### src/rtl/stby_pkg.sv
package stby_pkg;
  localparam int REG_W = 8;
  localparam int BIT_SSBY = 7;
  localparam int BIT_HIZ  = 6;
  localparam int BIT_WDIS = 0;

  typedef enum logic [1:0] {
    ST_RUN   = 2'd0,
    ST_SLEEP = 2'd1,
    ST_STBY  = 2'd2
  } pm_state_e;
endpackage

### src/rtl/stby_reg.sv
module stby_reg
  import stby_pkg::*;
#(
  parameter int ADDR_W   = 2,
  parameter int REG_ADDR = 0
) (
  input  logic              clk_i,
  input  logic              rst_ni,
  input  logic [ADDR_W-1:0] addr_i,
  input  logic              we_i,
  input  logic [REG_W-1:0]  wdata_i,
  input  logic              wdt_run_i,
  output logic [REG_W-1:0]  rdata_o,
  output logic              ssby_o,
  output logic              hiz_o,
  output logic              wdis_o
);
  localparam logic [ADDR_W-1:0] HIT_ADDR = ADDR_W'(REG_ADDR);

  logic hit, wr;
  logic ssby_q, hiz_q, wdis_q;
  logic [REG_W-1:0] reg_val;
  logic unused_wbits;

  assign hit = (addr_i == HIT_ADDR);
  assign wr  = we_i & hit;
  assign unused_wbits = ^wdata_i[5:1];

  always_ff @(posedge clk_i or negedge rst_ni) begin
    if (!rst_ni) begin
      ssby_q <= 1'b0;
      hiz_q  <= 1'b0;
      wdis_q <= 1'b1;
    end else if (wr) begin
      // setting is refused while watchdog runs; clearing always allowed
      if (!(wdata_i[BIT_SSBY] && wdt_run_i)) ssby_q <= wdata_i[BIT_SSBY];
      if (!(wdata_i[BIT_HIZ]  && wdt_run_i)) hiz_q  <= wdata_i[BIT_HIZ];
      wdis_q <= wdata_i[BIT_WDIS];
    end
  end

  assign reg_val = {ssby_q, hiz_q, 1'b0, 4'hF, wdis_q};
  assign rdata_o = hit ? reg_val : '0;
  assign ssby_o  = ssby_q;
  assign hiz_o   = hiz_q;
  assign wdis_o  = wdis_q;
endmodule

### src/rtl/stby_edge.sv
module stby_edge #(
  parameter int NUM_IRQ = 4
) (
  input  logic               clk_i,
  input  logic               rst_ni,
  input  logic [NUM_IRQ-1:0] irq_i,
  output logic               rise_o
);
  logic [NUM_IRQ-1:0] irq_q;
  logic [NUM_IRQ-1:0] rise;

  for (genvar g = 0; g < NUM_IRQ; g++) begin : g_line
    always_ff @(posedge clk_i or negedge rst_ni) begin
      if (!rst_ni) irq_q[g] <= 1'b0;
      else         irq_q[g] <= irq_i[g];
    end
    assign rise[g] = irq_i[g] & ~irq_q[g];
  end

  assign rise_o = |rise;
endmodule

### src/rtl/stby_fsm.sv
module stby_fsm
  import stby_pkg::*;
(
  input  logic      clk_i,
  input  logic      rst_ni,
  input  logic      sleep_req_i,
  input  logic      ssby_i,
  input  logic      hiz_i,
  input  logic      wdis_i,
  input  logic      wake_i,
  output pm_state_e state_o,
  output logic      halt_o,
  output logic      stop_o,
  output logic      hiz_o
);
  pm_state_e state_q, state_d;

  always_comb begin
    state_d = state_q;
    unique case (state_q)
      ST_RUN:   if (sleep_req_i) state_d = ssby_i ? ST_STBY : ST_SLEEP;
      ST_SLEEP: if (wake_i) state_d = ST_RUN;
      ST_STBY:  if (wake_i && !wdis_i) state_d = ST_RUN;
      default:  state_d = ST_RUN;
    endcase
  end

  always_ff @(posedge clk_i or negedge rst_ni) begin
    if (!rst_ni) state_q <= ST_RUN;
    else         state_q <= state_d;
  end

  assign state_o = state_q;
  assign halt_o  = (state_q != ST_RUN);
  assign stop_o  = (state_q == ST_STBY);
  assign hiz_o   = (state_q == ST_STBY) & hiz_i;
endmodule

### src/rtl/stby_ctrl.sv
module stby_ctrl
  import stby_pkg::*;
#(
  parameter int ADDR_W   = 2,
  parameter int REG_ADDR = 0,
  parameter int NUM_IRQ  = 4
) (
  input  logic               clk_i,
  input  logic               rst_ni,
  input  logic [ADDR_W-1:0]  bus_addr_i,
  input  logic               bus_we_i,
  input  logic [7:0]         bus_wdata_i,
  output logic [7:0]         bus_rdata_o,
  input  logic               wdt_run_i,
  input  logic               sleep_req_i,
  input  logic [NUM_IRQ-1:0] irq_i,
  output logic [1:0]         state_o,
  output logic               cpu_halt_o,
  output logic               clk_stop_o,
  output logic               port_hiz_o
);
  logic ssby, hiz_en, wdis, wake;
  pm_state_e st;

  stby_reg #(.ADDR_W(ADDR_W), .REG_ADDR(REG_ADDR)) u_reg (
    .clk_i, .rst_ni,
    .addr_i(bus_addr_i), .we_i(bus_we_i), .wdata_i(bus_wdata_i),
    .wdt_run_i, .rdata_o(bus_rdata_o),
    .ssby_o(ssby), .hiz_o(hiz_en), .wdis_o(wdis)
  );

  stby_edge #(.NUM_IRQ(NUM_IRQ)) u_edge (
    .clk_i, .rst_ni, .irq_i, .rise_o(wake)
  );

  stby_fsm u_fsm (
    .clk_i, .rst_ni, .sleep_req_i,
    .ssby_i(ssby), .hiz_i(hiz_en), .wdis_i(wdis), .wake_i(wake),
    .state_o(st), .halt_o(cpu_halt_o), .stop_o(clk_stop_o), .hiz_o(port_hiz_o)
  );

  assign state_o = st;
endmodule

### config.mk
export PLATFORM = sky130hd
export DESIGN_NAME = stby_ctrl
export DESIGN_NICKNAME = d
export VERILOG_FILES = /design/src/rtl/stby_pkg.sv /design/src/rtl/stby_reg.sv /design/src/rtl/stby_edge.sv /design/src/rtl/stby_fsm.sv /design/src/rtl/stby_ctrl.sv
export SDC_FILE = /design/constraint.sdc
export NUM_CORES = 1
export LEC_CHECK = 0
export CORE_MARGIN = 4
export CORE_UTILIZATION = 28
export CTS_CLUSTER_SIZE = 24
export DETAILED_ROUTE_END_ITERATION = 10
export GPL_TIMING_DRIVEN = 0
export PLACE_DENSITY = 0.76
export SLEW_MARGIN = 20
export SYNTH_ARGS = -nofsm -noshare
export SYNTH_HDL_FRONTEND = slang
export SYNTH_SLANG_ARGS = --single-unit
### constraint.sdc
create_clock -name clk_i -period 1 [get_ports clk_i]
set_input_delay 0.2 -clock clk_i [delete_from_list [all_inputs] [get_ports clk_i]]
set_output_delay 0.2 -clock clk_i [all_outputs]
set_load 0.005 [all_outputs]
==> results of run 1 <==
## power groups by stage
stage	Sequential, W	Combinational [W]	Clock (W)
after floorplan	0.000491	0.000163	0
after global placement	0.000499	0.000437	0
after detailed placement	0.000503	0.000444	0
after CTS	0.000493	0.000619	0.000289
after global routing	0.000515	0.000739	0.000294
final	0.000504	0.000688	0.000273
## timing repair
action | 4_1_cts | 5_1_grt
gates resized for setup | 60 | 8
pin swaps | 5 | 3
buffers inserted | 9 | 1
endpoints found under the setup margin | 16 | 14
## routing by layer
layer	wire length [um]	share of wire, %
met2	613	50
met1	441	36
met3	162	13
met5	0	0
met4	0	0
## worst max-delay path, stage by stage (launching register included)
cell and delay (ps):
dfstp_2 550, inv_2 40, nor3_2 110, buf_2 140
## worst paths after layout
check	startpoint	endpoint
max in group asynchronous	rst_ni	u_reg.wdis_o$_DFFE_PN1P_
min in group asynchronous	rst_ni	u_reg.hiz_o$_DFFE_PN0P_
max	u_reg.wdis_o$_DFFE_PN1P_	bus_rdata_o[0]
max reg2reg	u_fsm.state_o[1]$_DFFE_PN0P_	u_fsm.state_o[0]$_DFFE_PN0P_
min reg2reg	u_reg.hiz_o$_DFFE_PN0P_	u_reg.hiz_o$_DFFE_PN0P_
min	irq_i[2]	u_edge.irq_q[2]$_DFF_PN0_
## stage by stage
step	TNS, ps	utilization, %
after floorplan	-42.5	-
after global placement	-8210	51.0
after detailed placement	-8340	51.0
after CTS	-1660	57.5
after global routing	-2280	60.1
final	-1740	60.1
## cell type report
cell class                 instances  area [um^2]
fill                             132          546
timing repair buffer              35          300
sequential                         9          228
multi-input combinational         22          203
buffer                             5         37.5
clock buffer                       4         26.3
tap                               15         18.8
inverter                           2         7.51
## Yosys cell counts, drive strengths merged
master and instances:
mux2 1, or2 1, or3b 1, nor3 1, o2111ai 1, and2 3
dfrtp 8, o22a 2, dfstp 1, a311oi 1, nor2 2, inv 2
nand2b 4, o21ai 1, or4b 1, a21oi 1, nor2b 1, conb 1
buf 5
## sequential cells by signal, summed over array words and instances (netlist names)
name / cells
u_reg.ssby_o: 1
u_reg.wdis_o: 1
u_reg.hiz_o: 1
u_fsm.state_o: 2
u_edge.irq_q: 4
## cell families after synthesis
family / Yosys count
AO/OA/AOI/OAI: 6
AND/OR/NAND/NOR: 14
multiplexers: 1
other: 1
flip-flops: 9
buffers and inverters: 7
==> impl_metrics.ini, run 1 <==
[outcome]
status = complete, but fails checks
failed_checks = negative setup slack

[setup_path]
crit_path_start_kind = flop
r2r_cells = 3
r2r_slack_ps = -210
path_max_fanout = 2
path_class = flop to output port
cp.required_ps = 800
arrival_ps = 1100
endpoint_kind = output port

[pwr]
switchingPower_w = 0.000414
power_frac_clock_pct = 18.7
power.internal_w = 0.00105
totalPowerFinal_w = 0.00147
switching_share_pct = 28.3
seqPwrFrac_pct = 34.4
pwr-share-comb_pct = 46.9
power_leakage_nw = 0.410
ir_drop_v = 0.000917
p_per_area_nw_per_um2 = 1790

[placement]
pre_cts_ws_ps = -777
dp.cells = 78
place_congestion = 0.679
port_buffers = 25
placed_area_um2 = 697

[floorplanning]
pin_count = 32
start_util_pct = 31.3
die_w_um = 47.1
dieArea_um2 = 2220
fp.dieH_um = 47.1
core_um2 = 1370
rows = 13

[sta]
holdWs_ps = 93.6
clock_skew_ps = 5.18
fmax_mhz = 771
period_needed_ps = 1300
hold_viol_final = 0
fin_crit_sh_pct = 130
drv_slew = 0
rsz0062_at_grt = true
setup_ws_ps = -296
finalSetupViolations = 13

[synthesis]
synth_area_leader_cell = dfrtp_1
synth_seq_area_share_pct = 52.9
synth_area_leaders = dfrtp_1, buf_4, dfstp_2, nand2b_1, o22a_2
syn_area_per_cell_um2 = 11.3
ys_warn_count = 0
synth-xor-area-share_pct = 0
ys_types = 19
syn_nets = 57
synth_top_cell_area_share_pct = 46.8
synth_top_family_by_area = simple AND/OR/NAND/NOR gates
syn_inst = 38
ys_ff_latch = 9
synthMuxAreaShare_pct = 3.51
synth_compound_area_share_pct = 11.1
synthAdderAreaFrac_pct = 0
synth_area_um2 = 428
yosys.area_share.simple_pct = 21.1

[min_path]
holdPathStages = 1
hp-class = input port to flop

[clocking]
clock_path_buffers = 2
clockRootBuffer = clkbuf_4
hold_buffers = 0
clkLatencyLatePin_ps = 260
cts_tree = yes
path_clk_slew_ps = 60
clock-sinks = 9
htreeDepth = 1
cts_inserted_buffers = 3

[routing]
dr.pass1.iters = 2
drc = 0
dr.first_iter.drc_count = 5
wirelength_um = 1220
viasPerCell = 4.55
wl_per_cell_um = 13.2
num_vias = 419
ant_nets = 0

[layout]
drive_gt1_share_pct = 58.4
finish.instance_area_um2 = 821
final_common_cell = buf_4
syn2layout_area_growth_pct = 91.8
layout.nets = 97
final_cell_mix = buf_4, clkdlybuf4s50_1, buf_2, dfrtp_1, buf_6
antennaDiodeCount = 0
final_cells = 92

[global_route]
grt_pass1_wl_um = 1710
globalRouteOverflowTotal = 0
grt_util_met3_pct = 3.07
antenna_found_initial = 0
grt_pass1_vias = 412
use_met2_pct = 19.8
busiest_layer = met2
grt_util_met1_pct = 11.8
track_usage_pct = 11.5
grt_start_max_net_pins = 10

[job]
drv_cap = 0
No activity file was read; power rests on OpenSTA's default activity.
==> run 2: changes to the inputs <==
ABC_CLOCK_PERIOD_IN_PS = 1000   (was unset)
==> results of run 2 <==
The final DEF is identical to that of run 1; final timing and power are the same.
==> run 3: changes to the inputs <==
ABC_CLOCK_PERIOD_IN_PS = 1500   (was 1000)
CORE_AREA = 4 4 41 43   (was unset)
CORE_MARGIN = unset   (was 4)
CORE_UTILIZATION = unset   (was 28)
DIE_AREA = 0 0 45 47   (was unset)
MAX_ROUTING_LAYER = met4   (was unset)
PLACE_DENSITY = 0.82   (was 0.76)
clock period = 1.5 ns   (was 1 ns; I/O delays follow)
==> impl_metrics.ini, run 3 (synthesis results as in run 1) <==
[outcome]
status = completed

[global_route]
use_met2_pct = 20.6
grt_start_max_net_pins = 10
grt_util_met3_pct = 3.45
busiest_layer = met2
grt_pass1_vias = 385
grt_util_met1_pct = 11.6
globalRouteOverflowTotal = 0
grt_pass1_wl_um = 1650
track_usage_pct = 11.4
antenna_found_initial = 0

[routing]
wl_per_cell_um = 11.2
wirelength_um = 972
dr.first_iter.drc_count = 6
viasPerCell = 4.68
num_vias = 407
dr.pass1.iters = 4
ant_nets = 0
drc = 0

[setup_path]
path_class = input port to output port
crit_top_cell = buf_4
endpoint_kind = output port
critPathSlowestCell = dlygate4sd2_1
r2r_cells = 3
worst-path-stages = 6
path_max_fanout = 4
timing.rr.end = u_fsm.state_o[0]$_DFFE_PN0P_
path_cells = buf_2 > nor2_4 > buf_4 > buf_4 > and2_1 > dlygate4sd2_1
r2r_slack_ps = 330
max_stage_delay_ps = 260
arrival_ps = 1150
cp_top_family = buffers and inverters
startpoint = bus_addr_i[0]
cp.required_ps = 1200
worstSetupEndpoint = bus_rdata_o[6]
rr_startpoint = u_fsm.state_o[0]$_DFFE_PN0P_
path_buf_inv = 4
crit_path_start_kind = input port

[clocking]
cts_inserted_buffers = 3
clkLatencyLatePin_ps = 250
path_clk_slew_ps = 60
htreeDepth = 1
clock-sinks = 9
hold_buffers = 0
clock_path_buffers = 2
cts_tree = yes
clockRootBuffer = clkbuf_4

[sta]
fmax_mhz = 690
clock_skew_ps = 4.19
setup_ws_ps = 50.7
drv_slew = 0
rsz0062_at_grt = false
period_needed_ps = 1450
hold_viol_final = 0
finalSetupViolations = 0
fin_crit_sh_pct = 96.6
fin_tns_setup_ps = 0

[floorplanning]
dieArea_um2 = 2120
pin_count = 32
core_um2 = 1300
rows = 13
fp.dieH_um = 47
start_util_pct = 32.9
die_w_um = 45

[placement]
port_buffers = 25
dpl.hpwl_um = 706
place_congestion = 0.705
pre_cts_ws_ps = -504
dp.cells = 78

[layout]
drive_gt1_share_pct = 36.1
largest_register_ffs = 4
final_cells = 87
final_core_util_pct = 57.7
antennaDiodeCount = 0
syn2layout_area_growth_pct = 75.4
final_common_cell = clkdlybuf4s50_1
final_cell_mix = clkdlybuf4s50_1, buf_4, dlygate4sd2_1, dfrtp_1, nand2b_1
layout.nets = 92
top_register = u_edge.irq_q

[pwr]
ir_drop_v = 0.000726
totalPowerFinal_w = 0.000833
p_per_area_nw_per_um2 = 1110
power_leakage_nw = 0.372

[job]
drv_cap = 0

[min_path]
hp-class = input port to async pin
==> run 3: final cells by class <==
class	count	area [um^2]
multi-input cells	22	176
inverters	2	7.51
plain buffers	5	37.5
fillers	128	551
flip-flops and latches	9	226
clock buffers	4	26.3
well taps	15	18.8
repair buffers	30	258
==> run 3: worst min-delay path by stage <==
stage	slack (ps)	cells after the start	start	to
6_report	330	1	rst_ni	u_edge.irq_q[1]$_DFF_PN0_
5_1_grt	350	1	rst_ni	u_edge.irq_q[3]$_DFF_PN0_
4_1_cts	340	1	rst_ni	u_edge.irq_q[3]$_DFF_PN0_
3_5_place_dp	510	1	u_fsm.state_o[0]$_DFFE_PN0P_	u_fsm.state_o[1]$_DFFE_PN0P_
3_3_place_gp	500	1	u_fsm.state_o[0]$_DFFE_PN0P_	u_fsm.state_o[1]$_DFFE_PN0P_
2_1_floorplan	4	0	rst_ni	u_edge.irq_q[0]$_DFF_PN0_
==> run 3: layer usage <==
layer	vias up	wire, um
met2	25	512
met1	187	356
met4	0	0
met5	-	0
li1	195	-
met3	0	103
==> run 3: timing repair <==
item                                    in CTS  in global routing
buffers inserted                             5                  0
gates resized for setup                     27                  3
pin swaps                                    1                  0
endpoints found under the setup margin      11                  3
==> run 3: stage by stage <==
step / cell area (um^2) / hold WS [ps]
floorplan: 428 / 4.41
global placement: 697 / 503
detailed placement: 697 / 511
CTS: 746 / 343
global route: 751 / 349
finish: 751 / 335
==> run 3: power by group <==
part / internal, W / switching, W / leakage [nW]
registers: 0.000289 / 0.0000320 / 0.107
logic: 0.000222 / 0.000111 / 0.250
clock network: 0.000102 / 0.0000765 / 0.0150
total: 0.000613 / 0.000220 / 0.372
